**config.mk**
```make
export PLATFORM = sky130hd
export DESIGN_NAME = bus_share_arbiter
export DESIGN_NICKNAME = d
export VERILOG_FILES = /design/src/rtl/arb_pkg.sv /design/src/rtl/arb_sync.sv /design/src/rtl/arb_rr_pick.sv /design/src/rtl/arb_ctrl.sv /design/src/rtl/bus_share_arbiter.sv
export SDC_FILE = /design/constraint.sdc
export NUM_CORES = 1
export LEC_CHECK = 0
export BUFFER_PORTS_ARGS = -buffer_cell sky130_fd_sc_hd__clkbuf_2
export CORE_AREA = 10 10 56 58
export DETAILED_ROUTE_END_ITERATION = 8
export DIE_AREA = 0 0 66 68
export HOLD_SLACK_MARGIN = 0.12
export PLACE_DENSITY_LB_ADDON = 0.15
export SLEW_MARGIN = 40
export SYNTH_ARGS = -nofsm -noshare
export SYNTH_HDL_FRONTEND = slang
export SYNTH_SLANG_ARGS = --single-unit
```
**constraint.sdc**
```tcl
create_clock -name clk -period 3.1 [get_ports clk]
set_input_delay 0 -clock clk [delete_from_list [all_inputs] [get_ports clk]]
set_output_delay 0 -clock clk [all_outputs]
set_load 0.01 [all_outputs]
```
**src/rtl/arb_pkg.sv**
```systemverilog
// Package: shared types and helpers for the rotating-priority arbiter.
// Assumes master indices run 0..n-1 and fit a small unsigned field.
package arb_pkg;

    // Arbiter control states: idle, grant offered, bus held by owner.
    typedef enum logic [1:0] {
        ST_IDLE  = 2'd0,
        ST_OFFER = 2'd1,
        ST_HELD  = 2'd2
    } arb_state_t;

    // Index of the master after idx, wrapping at n.
    function automatic int unsigned next_master(input int unsigned idx, input int unsigned n);
        return (idx + 1 >= n) ? 0 : idx + 1;
    endfunction

endpackage

```
**src/rtl/arb_sync.sv**
```systemverilog
// Module: multi-stage synchronizer for a vector of asynchronous inputs.
// Assumes each bit is independent (no bus coherency needed) and
// resets to RST_VAL with a synchronous active-low reset.
module arb_sync #(
    parameter int          WIDTH   = 1,
    parameter int          STAGES  = 2,
    parameter logic        RST_VAL = 1'b1
) (
    input  logic             clk,
    input  logic             rst_n,
    input  logic [WIDTH-1:0] d_async,
    output logic [WIDTH-1:0] q_sync
);

    logic [WIDTH-1:0] stage_q [STAGES];

    genvar s;
    generate
        for (s = 0; s < STAGES; s++) begin : g_stage
            if (s == 0) begin : g_first
                // First flop samples the raw asynchronous input.
                always_ff @(posedge clk) begin
                    if (!rst_n) stage_q[s] <= {WIDTH{RST_VAL}};
                    else        stage_q[s] <= d_async;
                end
            end else begin : g_next
                // Later flops pass the value down the chain.
                always_ff @(posedge clk) begin
                    if (!rst_n) stage_q[s] <= {WIDTH{RST_VAL}};
                    else        stage_q[s] <= stage_q[s-1];
                end
            end
        end
    endgenerate

    assign q_sync = stage_q[STAGES-1];

endmodule

```
**src/rtl/arb_rr_pick.sv**
```systemverilog
// Module: round-robin winner selection (pure combinational).
// Assumes ptr < N. Returns the first set bit of req scanning upward
// from ptr with wrap-around, plus a flag when any bit is set.
module arb_rr_pick #(
    parameter int N = 3,
    localparam int W = (N > 1) ? $clog2(N) : 1
) (
    input  logic [N-1:0] req,
    input  logic [W-1:0] ptr,
    output logic [W-1:0] win,
    output logic         any
);

    logic [2*N-1:0] dbl;
    logic [N-1:0]   rot;
    logic [W-1:0]   enc;
    logic [W:0]     sum;

    // Rotate the request vector so the pointer position lands at bit 0.
    always_comb begin
        dbl = {req, req} >> ptr;
        rot = dbl[N-1:0];
    end

    // Priority-encode the rotated vector, lowest bit first.
    always_comb begin
        enc = '0;
        for (int k = N - 1; k >= 0; k--) begin
            if (rot[k]) enc = W'(k);
        end
    end

    // Undo the rotation to get the absolute master index.
    always_comb begin
        sum = {1'b0, ptr} + {1'b0, enc};
        if (sum >= (W+1)'(N)) sum = sum - (W+1)'(N);
        win = sum[W-1:0];
    end

    assign any = |req;

endmodule

```
**src/rtl/arb_ctrl.sv**
```systemverilog
// Module: ownership state machine and rotation pointer.
// Assumes all inputs are already synchronized and active high
// (req, ack asserted = 1; bus_quiet = strobe and data-ack negated).
// Grants are registered and one-hot or zero.
module arb_ctrl
    import arb_pkg::*;
#(
    parameter int N = 3,
    localparam int W = (N > 1) ? $clog2(N) : 1
) (
    input  logic         clk,
    input  logic         rst_n,
    input  logic [N-1:0] req,
    input  logic [N-1:0] ack,
    input  logic         bus_quiet,
    input  logic [W-1:0] win,
    input  logic         any_req,
    output logic [W-1:0] ptr,
    output logic [N-1:0] grant
);

    arb_state_t   state_q;
    logic [W-1:0] owner_q;
    logic [W-1:0] ptr_q;
    logic [N-1:0] grant_q;
    logic         may_offer;

    // Conditions under which a fresh grant may be issued.
    assign may_offer = any_req && bus_quiet && !(|ack);

    // Drive the state, owner, pointer and grant registers.
    always_ff @(posedge clk) begin
        if (!rst_n) begin
            state_q <= ST_IDLE;
            owner_q <= '0;
            ptr_q   <= '0;
            grant_q <= '0;
        end else begin
            case (state_q)
                ST_IDLE: begin
                    if (may_offer) begin
                        grant_q <= N'(1) << win;
                        owner_q <= win;
                        state_q <= ST_OFFER;
                    end
                end
                ST_OFFER: begin
                    if (ack[owner_q]) begin
                        grant_q <= '0;
                        state_q <= ST_HELD;
                    end else if (!req[owner_q]) begin
                        grant_q <= '0;
                        state_q <= ST_IDLE;
                    end
                end
                ST_HELD: begin
                    if (!ack[owner_q]) begin
                        ptr_q   <= W'(next_master(int'(owner_q), N));
                        state_q <= ST_IDLE;
                    end
                end
                default: begin
                    grant_q <= '0;
                    state_q <= ST_IDLE;
                end
            endcase
        end
    end

    assign ptr   = ptr_q;
    assign grant = grant_q;

endmodule

```
**src/rtl/bus_share_arbiter.sv**
```systemverilog
// Module: top of the three-master rotating-priority bus arbiter.
// Assumes all bus-side inputs are asynchronous and active low; the
// grants it drives are registered and active low.
module bus_share_arbiter #(
    parameter int NUM_MASTERS = 3,
    parameter int SYNC_STAGES = 2
) (
    input  logic                   clk,
    input  logic                   rst_n,
    input  logic [NUM_MASTERS-1:0] req_n,
    input  logic [NUM_MASTERS-1:0] ack_n,
    input  logic                   strobe_n,
    input  logic                   dtack_n,
    output logic [NUM_MASTERS-1:0] grant_n
);

    localparam int W = (NUM_MASTERS > 1) ? $clog2(NUM_MASTERS) : 1;

    logic [NUM_MASTERS-1:0] s_req_n;
    logic [NUM_MASTERS-1:0] s_ack_n;
    logic                   s_strobe_n;
    logic                   s_dtack_n;
    logic [W-1:0]           ptr;
    logic [W-1:0]           win;
    logic                   any_req;
    logic [NUM_MASTERS-1:0] grant;

    arb_sync #(.WIDTH(NUM_MASTERS), .STAGES(SYNC_STAGES), .RST_VAL(1'b1)) u_sync_req (
        .clk(clk), .rst_n(rst_n), .d_async(req_n), .q_sync(s_req_n));

    arb_sync #(.WIDTH(NUM_MASTERS), .STAGES(SYNC_STAGES), .RST_VAL(1'b1)) u_sync_ack (
        .clk(clk), .rst_n(rst_n), .d_async(ack_n), .q_sync(s_ack_n));

    arb_sync #(.WIDTH(1), .STAGES(SYNC_STAGES), .RST_VAL(1'b1)) u_sync_as (
        .clk(clk), .rst_n(rst_n), .d_async(strobe_n), .q_sync(s_strobe_n));

    arb_sync #(.WIDTH(1), .STAGES(SYNC_STAGES), .RST_VAL(1'b1)) u_sync_dt (
        .clk(clk), .rst_n(rst_n), .d_async(dtack_n), .q_sync(s_dtack_n));

    arb_rr_pick #(.N(NUM_MASTERS)) u_pick (
        .req(~s_req_n), .ptr(ptr), .win(win), .any(any_req));

    arb_ctrl #(.N(NUM_MASTERS)) u_ctrl (
        .clk(clk), .rst_n(rst_n),
        .req(~s_req_n), .ack(~s_ack_n),
        .bus_quiet(s_strobe_n & s_dtack_n),
        .win(win), .any_req(any_req),
        .ptr(ptr), .grant(grant));

    assign grant_n = ~grant;

endmodule

```
==> summary.txt, run 1 <==
Flow run
  • Total of max-cap violations: 0

Routing
  • Wire length per cell after detailed routing: around 12 um
  • DRT antenna net count: 0
  • Wire length reported by the detailed router: roughly 2.1 mm
  • DRC violation total after the first TritonRoute iteration: 22
  • Vias/cell: approximately 5.2
  • Number of iterations in the first detailed-routing pass: 4
  • Count of unresolved DRC violations after routing: 0
  • Vias after detailed routing: 884

Placed design
  • Placer congestion estimate: 0.8440
  • Cell area after placement: roughly 1200 um^2
  • DP HPWL: ~1.5 mm
  • Count of input and output buffers: 12
  • Number of cells in the design after placement: 150

Die
  • Number of top-level pins: 13
  • Starting Density: 51.87%
  • Core Footprint: ~2100 um^2
  • Die span in y: approximately 68 um
  • Row count: 17
  • Die X: 66 um
  • Die Outline Area: approximately 4500 um^2

Cells and area
  • Final standard cell area without fillers: ~1400 um^2
  • Area taken by multi-input logic gates: 546.8 um^2
  • Proportion of layout cells with a drive suffix above 1: 13.99%
  • Number of nets in the finished design: about 160
  • Utilization of the core after routing: roughly two thirds
  • Layout filler cell count: roughly 170
  • Area taken by flip-flops and latches: roughly 500 um^2
  • Signed area change from the synthesized netlist to the final layout: 26.12%
  • Antenna diode instance count: 0
  • Filler-free cell count of the finished design: ~170
  • Top library cells by usage in the layout, fill and taps aside: 25 x dfxtp_1, 23 x nand2b_1, 17 x dlygate4sd3_1
  • Commonest non-fill, non-tap cell in the layout: dfxtp_1

Clocking
  • Clock Tree Buf Depth: 2
  • Gates resized, CTS repair: 0
  • TritonCTS sink count: 25
  • Clock network latency to the later pin of the worst-skew pair: about 0.32 ns
  • Level count of the clock H-tree: 1
  • Clock slew seen by the registers of the worst setup and hold paths: between 0.1 and 0.15 ns
  • Clock tree from TritonCTS: yes
  • Clock root buffer: clkbuf_4
  • TritonCTS buffer count: 3

Worst setup path
  • Nature of the critical path endpoint: flip-flop
  • Required time of the critical path: 3.36 ns
  • Worst Setup Start Kind: flip-flop
  • Maximum fanout along the worst path: 9
  • Critical path start-end classification: flip-flop to flip-flop
  • Data arrival time of the worst path: between 3 and 4 ns
  • Flop-to-flop setup slack: roughly 0.35 ns

STA
  • Final hold violation count: 0
  • Tmin final: ~2.8 ns
  • Unrepaired setup endpoints after global routing: no
  • Rel. slew slack: 72.40%
  • Worst setup skew after layout: approximately 0.0095 ns
  • Max Clk Rate: roughly 0.36 GHz
  • Final worst path period share: between 80% and 90%
  • Max-slew violation count: 0
  • Worst-Margin Slew: 0.4108 ns
  • Post-Route Setup TNS: 0 ns
  • Number of failing setup endpoints in the final timing report: 0

Global routing
  • Initial antenna violation count: 0
  • Grt ovf: 0
  • Wire length of the first global-routing pass: about 3.6 mm
  • Maximum number of pins on one net before global-route repair: 22
  • All-layer global routing usage: about a tenth
  • Via count of the first global-routing pass: between 800 and 900

Status
  • Status: finished clean

Yosys
  • Sequential element share of the synthesized area: 45.82%
  • Count of yosys warnings during synthesis: 0
  • Number of different library cells in the post-synthesis netlist: 33
  • Netlist area before placement: about 1100 um^2
  • Total of flip-flops plus latches after synthesis: 25
  • Average instance area after synthesis: a little under 10 um^2
  • Synth Net Count: 126
  • Number of instances in the synthesized netlist: between 100 and 150

Pwr
  • Static Leak: approximately 0.53 nW
  • Cell area power density: approximately 420 nW/um^2
  • IR Drop Worst-Case VDD: a little under 400 uV
  • Total power after layout: 0.5793 mW

Worst hold path
  • Worst min-delay path category: flip-flop to flip-flop
cell usage after synthesis (all sizes together):
cell type   n  area share, %
dfxtp      25             46
nand2b     23             13
inv         9            3.1
o21ai       6            2.7
a21oi       4            1.8
o22ai       4            3.6
clkbuf      3            1.0
nand4       3            1.7
nor2        3            1.0
nor2b       3            1.7
o31ai       3            2.1
and3        2            1.1
ha          2            2.3
mux2        2            2.4
nand3       2           0.92
nor3        2           0.92
nor3b       2            1.4
nor4        2            2.5
o21a        2            1.4
or4         2            1.4
a211oi      1           0.69
a2bb2oi     1           0.80
a31oi       1           0.57
fa          1            1.8
mux2i       1           0.92
nand2       1           0.34
nand4b      1           0.80
o32a        1           0.92
o41a        1            1.0
stage by stage:
stage	hold WS, ns	setup WS, ns
6_report	0.4232	0.3481
5_1_grt	0.4465	0.1170
3_3_place_gp	0.1793	0.5133
2_1_floorplan	0.1015	0.5745
3_5_place_dp	0.1828	0.3749
4_1_cts	0.4260	0.3417
flip-flops by register name, summed over array words and instances, names as in the netlist:
| name | count |
|---|---|
| u_ctrl.grant | 3 |
| u_ctrl.ptr | 2 |
| u_ctrl.owner_q | 2 |
| u_sync_dt.stage_q | 2 |
| u_sync_as.stage_q | 2 |
| u_sync_req.stage_q | 6 |
| u_ctrl.state_q | 2 |
| u_sync_ack.stage_q | 6 |
cell families after synthesis:
group           Yosys count  share of synthesized area, %
compound gates           24                         15.58
flops                    25                         45.82
simple gates             46                         27.03
buf+inv                  12                         4.123
fa+ha+maj                 3                         4.123
mux                       3                         3.321
routing by layer:
| metal | global-route usage, % | wire (um) | vias to the layer above |
|---|---|---|---|
| li1 | - | - | 456 |
| met1 | 11.72 | 965 | 410 |
| met2 | 17.63 | 1059 | 16 |
| met3 | 3.263 | 78 | 2 |
| met4 | 2.618 | 13 | 0 |
| met5 | 0 | 0 | - |
final timing paths:
path / start / to / depth (start not counted)
max: u_ctrl.ptr[0] / u_ctrl.grant[2] / 13
min: u_sync_ack.stage_q[0][0] / u_sync_ack.stage_q[1][0] / 1
max reg2reg: u_ctrl.ptr[0] / u_ctrl.grant[2] / 13
min reg2reg: u_sync_ack.stage_q[0][0] / u_sync_ack.stage_q[1][0] / 1
where the power goes:
group / internal [mW] / switching (mW) / leakage, nW
Combinational: 0.0456 / 0.0369 / 0.304
Sequential: 0.335 / 0.00974 / 0.206
Clock: 0.0524 / 0.0995 / 0.0183
what timing repair did:
action,4_1_cts,5_1_grt
hold buffers,17,0
endpoints found under the hold margin,15,0
endpoints found under the setup margin,0,0
setup buffers,0,0
layout make-up:
| type | count | area share [%] |
|---|---|---|
| multi-input cells | 76 | 39.69 |
| well taps | 28 | 2.543 |
| flip-flops and latches | 25 | 36.33 |
| clock buffers | 3 | 1.635 |
| clock inverters | 1 | 0.6358 |
| inverters | 9 | 2.452 |
| repair buffers | 29 | 16.71 |
worst max-delay path, stage by stage, from the launching register on:
cell and delay, ns:
dfxtp_1 0.51, nand2_1 0.12, o22ai_1 0.15, nor2_1 0.06
a21oi_1 0.14, ha_1 0.17, inv_1 0.05, fa_1 0.53
inv_1 0.06, ha_1 0.20, nor3b_1 0.19, a2bb2oi_1 0.28
nand4_1 0.13, o21ai_1 0.11
Power figures use the tool's default switching activity.
==> inputs of run 2 (changes only) <==
Settings changed: CORE_AREA 10 10 56 58 to 2 2 48 50, DIE_AREA 0 0 66 68 to 0 0 50 52, SYNTH_HIERARCHICAL set to 1, TNS_END_PERCENT set to 20.
==> run 2 against run 1 <==
  * Global-route usage is 5.4 points higher
  * Fmax is 1.3% lower
  * Design area is 6.9% lower
  * First-iteration DRC count is 73% lower
  * Die area is 42% lower
  * Utilization is 4.5 points lower
  * Combinational power is 22% lower
  * Largest power group unchanged
==> summary.txt, run 2 <==
Routing
  • Vias after detailed routing: about 810
  • Number of iterations in the first detailed-routing pass: 3
  • Vias/cell: roughly 5.0
  • Wire length per cell after detailed routing: around 10 um
  • Wire length reported by the detailed router: 1.703 mm
  • Count of unresolved DRC violations after routing: 0
  • DRC violation total after the first TritonRoute iteration: 6
  • DRT antenna net count: 0

Die
  • Die span in y: about 52 um
  • Core Footprint: 2106 um^2
  • Number of top-level pins: 13
  • Row count: 17
  • Starting Density: between 50% and 60%
  • Die X: around 50 um
  • Die Outline Area: 2600 um^2

Worst setup path
  • Cell with the largest stage delay on the worst path: fa_1
  • Worst R2R Path Depth: 13
  • Flop-to-flop setup slack: ~0.31 ns
  • Required time of the critical path: around 3.3 ns
  • Beginning of the worst register-to-register path: u_ctrl/ptr[1]
  • Worst-path cell chain: inv_1 > nor3_1 > a221o_1 > ha_1 > inv_1 > fa_1 > inv_1 > ha_1 > nor2b_1 > a21oi_1 > a21oi_1 > inv_1 > a32o_1
  • Nature of the critical path endpoint: flip-flop
  • Largest stage delay on the critical path: about 0.51 ns
  • Worst Setup Start Kind: flip-flop
  • Data arrival time of the worst path: approximately 3 ns
  • Maximum fanout along the worst path: 5
  • Capture instance of the worst register-to-register path: u_ctrl/grant[1]
  • Most common cell type on the critical path: inv_1
  • Critical path start-end classification: flip-flop to flip-flop

Pwr
  • Proportion of power drawn by the clock network: about 25%
  • Internal power: between 0.4 and 0.5 mW
  • P_sw: 0.1222 mW
  • Cell area power density: roughly 420 nW/um^2
  • Net switching share of the total power: around 23%
  • IR Drop Worst-Case VDD: 340.7 uV
  • Combinational fraction of design power: a little under an eighth
  • Share of power burned in registers: 62.6%
  • Static Leak: 0.5603 nW
  • Total power after layout: around 0.54 mW

STA
  • Final worst path period share: between 80% and 90%
  • Worst setup margin: between 0.3 and 0.4 ns
  • Max Clk Rate: about 0.36 GHz
  • Worst setup skew after layout: between 0.002 and 0.0025 ns
  • Final hold violation count: 0
  • Unrepaired setup endpoints after global routing: yes
  • Rel. slew slack: 57.32%
  • Max-slew violation count: 0
  • Tightest hold margin: about 0.14 ns
  • Tmin final: 2.787 ns
  • Worst-Margin Slew: between 0.6 and 0.7 ns
  • Number of failing setup endpoints in the final timing report: 0

Yosys
  • Synth Net Count: 125
  • Portion of netlist area occupied by mux cells: under 10%
  • Count of yosys warnings during synthesis: 6
  • Library cell with the highest instance count after synthesis: dfxtp_1
  • Post-synthesis adder-cell area fraction: under 10%
  • FFs w/ async S/R, synth: 0%
  • Sequential element share of the synthesized area: 45.82%
  • Cell type with the highest aggregate area in the netlist: dfxtp_1
  • Average instance area after synthesis: 9.753 um^2
  • Synth Area in XOR/XNOR: under 10%
  • Netlist area before placement: 1092 um^2
  • Most frequent cells after synthesis: 25 x dfxtp_1, 17 x inv_1, 16 x nand2b_1
  • Main combinational cell family by area after synthesis: simple AND/OR/NAND/NOR gates
  • Number of different library cells in the post-synthesis netlist: 34
  • Area fraction in and, or, nand and nor cells after synthesis: between 20% and 30%
  • Leading cell types by total area after synthesis: dfxtp_1 46%, nand2b_1 9.2%, inv_1 5.8%
  • Number of instances in the synthesized netlist: approximately 110
  • Number of enable flip-flop cells after synthesis: 0
  • Fraction of the mapped netlist area in compound gates: between 10 and 15%
  • Most common flop cell mapped by yosys: dfxtp_1
  • Total of flip-flops plus latches after synthesis: 25
  • Share of the synthesized area in the top cell type: approximately 46%

Placed design
  • DP HPWL: between 1 and 1.5 mm
  • Cell area after placement: ~1200 um^2
  • Count of input and output buffers: 12
  • Setup slack at placement: approximately 0.30 ns
  • Placer congestion estimate: 0.7464

Clocking
  • TritonCTS buffer count: 3
  • Clock tree from TritonCTS: yes
  • Level count of the clock H-tree: 1
  • Number of setup buffers added after CTS: 0
  • Clock Tree Buf Depth: 2
  • TritonCTS sink count: 25
  • Clock slew seen by the registers of the worst setup and hold paths: between 0.1 and 0.15 ns
  • Clock root buffer: clkbuf_4
  • Gates resized, CTS repair: 0
  • Clock network latency to the later pin of the worst-skew pair: approximately 0.3 ns

Worst hold path
  • Hold path cells: 2
  • Worst min-delay path category: input port to flip-flop
  • Beginning of the worst hold path: rst_n
  • Min-Delay Endpoint: u_sync_req/stage_q[1][1]

Global routing
  • Initial antenna violation count: 0
  • Grt ovf: 0
  • Maximum number of pins on one net before global-route repair: 26
  • Via count of the first global-routing pass: approximately 800
  • All-layer global routing usage: 15.55%
  • Wire length of the first global-routing pass: between 3 and 4 mm

Cells and area
  • Final standard cell area without fillers: 1282 um^2
  • Proportion of layout cells with a drive suffix above 1: 15.56%
  • Signed area change from the synthesized netlist to the final layout: 17.41%
  • Utilization of the core after routing: between 60 and 70%
  • Number of nets in the finished design: between 100 and 150
  • Top library cells by usage in the layout, fill and taps aside: 25 x dfxtp_1, 17 x inv_1, 16 x nand2b_1
  • Commonest non-fill, non-tap cell in the layout: dfxtp_1
  • Antenna diode instance count: 0

Flow run
  • Total of max-cap violations: 0

Status
  • Status: finished clean
## run 2: critical path: cells and delay by family, from the launching register on
family / cells / cell delay, ns
fa+ha+maj: 3 / 0.81
flops: 1 / 0.41
compound gates: 4 / 0.73
buf+inv: 4 / 0.28
simple gates: 2 / 0.45
## run 2: metrics by stage
step / TNS [ns] / std cells
2_1_floorplan: 0 / 112
3_3_place_gp: 0 / 151
3_5_place_dp: 0 / 151
4_1_cts: 0 / 163
5_1_grt: -0.001763 / 163
6_report: 0 / 163
## run 2: what timing repair did
item,in CTS,in global routing
setup endpoints to repair,0,1
endpoints found under the hold margin,8,0
hold buffers,8,0
## run 2: layer usage
| layer | up-vias | track usage [%] | part of all wire [%] |
|---|---|---|---|
| li1 | 424 | - | - |
| met1 | 376 | 15.76 | 45 |
| met2 | 11 | 30.04 | 51 |
| met3 | 2 | 1.724 | 2.2 |
| met4 | 0 | 9.722 | 1.1 |
| met5 | - | 0 | 0 |
## run 2: final cells by class
class	instances	area, um^2
fill	191	823.3
clock buffer	4	26.28
tap	28	35.03
timing repair buffer	20	140.1
inverter	17	63.81
multi-input combinational	69	516.7
sequential	25	500.5
## run 2: power groups by stage
stage	Combinational [mW]	Clock (mW)	Sequential [mW]
floorplan	0.0415	0	0.344
global placement	0.0555	0	0.346
detailed placement	0.0573	0	0.346
CTS	0.0653	0.146	0.339
global route	0.0728	0.155	0.340
finish	0.0646	0.137	0.339
## run 2: worst max path at each step
stage,startpoint,to
finish,u_ctrl/ptr[1],u_ctrl/grant[1]
global placement,u_ctrl/ptr[1],u_ctrl/grant[0]
floorplan,u_ctrl/ptr[1],u_ctrl/grant[0]
CTS,u_ctrl/ptr[1],u_ctrl/grant[2]
global route,u_ctrl/ptr[1],u_ctrl/grant[1]
detailed placement,u_ctrl/ptr[1],u_ctrl/grant[1]
## run 2: logic make-up after synthesis
kind of cell	Yosys count
simple gates	44
compound gates	16
mux	4
buf+inv	18
xor+xnor	2
flops	25
fa+ha+maj	3
==> inputs of run 3 (changes only) <==
Settings changed: RECOVER_POWER set to 100.
==> run 3 against run 2 <==
  * Combinational power fell by 0.6%
  * Power is essentially flat
  * Global-route usage did not move
  * Via count is the same
  * Worst hold slack unchanged
  * Utilization fell by 0.18 points
  * Cell count unchanged
  * Critical path depth unchanged
  * Design area is 0.29% lower
  * Setup slack is the same
  * Critical path type unchanged
==> summary.txt, run 3 (synthesized netlist as in run 2, its figures left out) <==
Global routing
  • Initial antenna violation count: 0
  • Met1 routing resource usage after global routing: approximately 16%
  • Wire length of the first global-routing pass: 3.049 mm
  • Met3 layer usage reported by global route: ~1.7%
  • Met2 GRT Util: 30.04%
  • Maximum number of pins on one net before global-route repair: 26
  • Via count of the first global-routing pass: around 800
  • Grt ovf: 0
  • All-layer global routing usage: 15.55%
  • Layer with the highest usage: met2

Die
  • Die Outline Area: 2600 um^2
  • Die X: 50 um
  • Number of top-level pins: 13
  • Starting Density: between 50% and 60%
  • Die span in y: around 52 um
  • Core Footprint: 2106 um^2
  • Row count: 17

Clocking
  • Level count of the clock H-tree: 1
  • Clock root buffer: clkbuf_4
  • Clock tree from TritonCTS: yes
  • Gates resized, CTS repair: 0
  • Clock slew seen by the registers of the worst setup and hold paths: ~0.12 ns
  • Clock Tree Buf Depth: 2
  • TritonCTS sink count: 25
  • Clock network latency to the later pin of the worst-skew pair: approximately 0.30 ns
  • TritonCTS buffer count: 3

Flow run
  • Total of max-cap violations: 0

Worst setup path
  • Beginning of the worst register-to-register path: u_ctrl/ptr[1]
  • Worst-path cell chain: inv_1 > nor3_1 > a221o_1 > ha_1 > inv_1 > fa_1 > inv_1 > ha_1 > nor2b_1 > a21oi_1 > a21oi_1 > inv_1 > a32o_1
  • Maximum fanout along the worst path: 5
  • Worst R2R Path Depth: 13
  • Cell with the largest stage delay on the worst path: fa_1
  • Worst setup path startpoint: u_ctrl/ptr[1]
  • Capture instance of the worst register-to-register path: u_ctrl/grant[1]
  • Number of stages on the worst setup path: 13
  • Bufs and invs on worst path: 4
  • Required time of the critical path: roughly 3.3 ns
  • Flop-to-flop setup slack: ~0.31 ns
  • Worst Setup Start Kind: flip-flop
  • Largest stage delay on the critical path: 0.51 ns
  • Category of cells accounting for the largest share of critical-path delay: adder cells
  • Data arrival time of the worst path: ~3 ns
  • Most common cell type on the critical path: inv_1
  • Critical path start-end classification: flip-flop to flip-flop
  • Nature of the critical path endpoint: flip-flop
  • Worst Setup EP: u_ctrl/grant[1]

Routing
  • Vias after detailed routing: 813
  • Count of unresolved DRC violations after routing: 0
  • DRC violation total after the first TritonRoute iteration: 6
  • Wire length reported by the detailed router: 1.707 mm
  • DRT antenna net count: 0
  • Wire length per cell after detailed routing: roughly 10 um
  • Number of iterations in the first detailed-routing pass: 3
  • Vias/cell: about 5.0

Cells and area
  • Proportion of layout cells with a drive suffix above 1: 13.33%
  • Signed area change from the synthesized netlist to the final layout: 17.07%
  • Top library cells by usage in the layout, fill and taps aside: 25 x dfxtp_1, 17 x inv_1, 16 x nand2b_1
  • Commonest non-fill, non-tap cell in the layout: dfxtp_1
  • Filler-free cell count of the finished design: between 150 and 200
  • Number of nets in the finished design: between 100 and 150
  • Antenna diode instance count: 0

STA
  • Max Clk Rate: roughly 0.36 GHz
  • Tmin final: 2.787 ns
  • Worst setup skew after layout: 0.002066 ns
  • Final hold violation count: 0
  • Rel. slew slack: a little under three fifths
  • Max-slew violation count: 0
  • Final worst path period share: 89.91%
  • Unrepaired setup endpoints after global routing: yes
  • Post-Route Setup TNS: 0 ns
  • Number of failing setup endpoints in the final timing report: 0
  • Worst-Margin Slew: ~0.63 ns

Pwr
  • IR Drop Worst-Case VDD: roughly 340 uV
  • Cell area power density: between 400 and 500 nW/um^2
  • Static Leak: approximately 0.55 nW

Worst hold path
  • Worst min-delay path category: input port to flip-flop

Placed design
  • Placer congestion estimate: 0.7464
  • Count of input and output buffers: 12
  • DP HPWL: 1.228 mm
  • Number of cells in the design after placement: approximately 150

Status
  • Status: finished clean
-- run 3: cell counts in the layout (fill, tap and decap cells not counted) --
No cell type changed its count.
-- run 3: worst min-delay path by stage --
stage	startpoint	to	cells past startpoint
3_3_place_gp	ack_n[2]	u_sync_ack/stage_q[0][2]	2
6_report	rst_n	u_sync_req/stage_q[1][1]	2
3_5_place_dp	req_n[2]	u_sync_req/stage_q[0][2]	2
2_1_floorplan	rst_n	u_sync_ack/stage_q[1][0]	1
5_1_grt	rst_n	u_sync_dt/stage_q[1]	2
4_1_cts	rst_n	u_sync_req/stage_q[1][1]	2
-- run 3: routing by layer --
| metal | vias up | routed length [um] |
|---|---|---|
| met5 | - | 0 |
| li1 | 424 | - |
| met1 | 376 | 778 |
| met4 | 0 | 18 |
| met3 | 2 | 37 |
| met2 | 11 | 872 |
-- run 3: area by class of cell --
cell class,count,area [um^2]
clock buffers,4,26.28
fillers,194,827.0
inverters,17,63.81
multi-input cells,69,516.7
flip-flops and latches,25,500.5
well taps,28,35.03
repair buffers,20,136.4
-- run 3: worst register-to-register path: stages, from the launching register on --
cell     delay [ns]
dfxtp_1        0.41
inv_1          0.10
nor3_1         0.24
a221o_1        0.19
ha_1           0.13
inv_1          0.04
fa_1           0.51
inv_1          0.05
ha_1           0.17
nor2b_1        0.21
a21oi_1        0.10
a21oi_1        0.22
inv_1          0.09
a32o_1         0.22
-- run 3: what timing repair did --
| item | in CTS | in global routing |
|---|---|---|
| buffers inserted | 0 | 0 |
| hold endpoints to repair | 8 | 0 |
| hold buffers | 8 | 0 |
| setup endpoints to repair | 0 | 1 |
-- run 3: metrics by stage --
step / setup WS, ns / power [mW] / util, % / area (um^2) / hold slack [ns]
4_1_cts: 0.2890 / 0.5502 / 60.90 / 1282 / 0.1420
5_1_grt: -0.001763 / 0.5672 / 60.72 / 1279 / 0.1702
6_report: 0.3128 / 0.5402 / 60.72 / 1279 / 0.1423
3_5_place_dp: 0.2990 / 0.4032 / 55.85 / 1176 / 0.1833
3_3_place_gp: 0.4293 / 0.4011 / 55.85 / 1176 / 0.1796
2_1_floorplan: 0.5561 / 0.3859 / - / 1092 / 0.07304
-- run 3: power breakdown --
part | leakage, nW | switching [mW] | internal, mW | total [mW]
registers | 0.206 | 0.00480 | 0.334 | 0.339
logic | 0.332 | 0.0303 | 0.0340 | 0.0642
clock network | 0.0150 | 0.0872 | 0.0501 | 0.137
total | 0.553 | 0.122 | 0.418 | 0.540
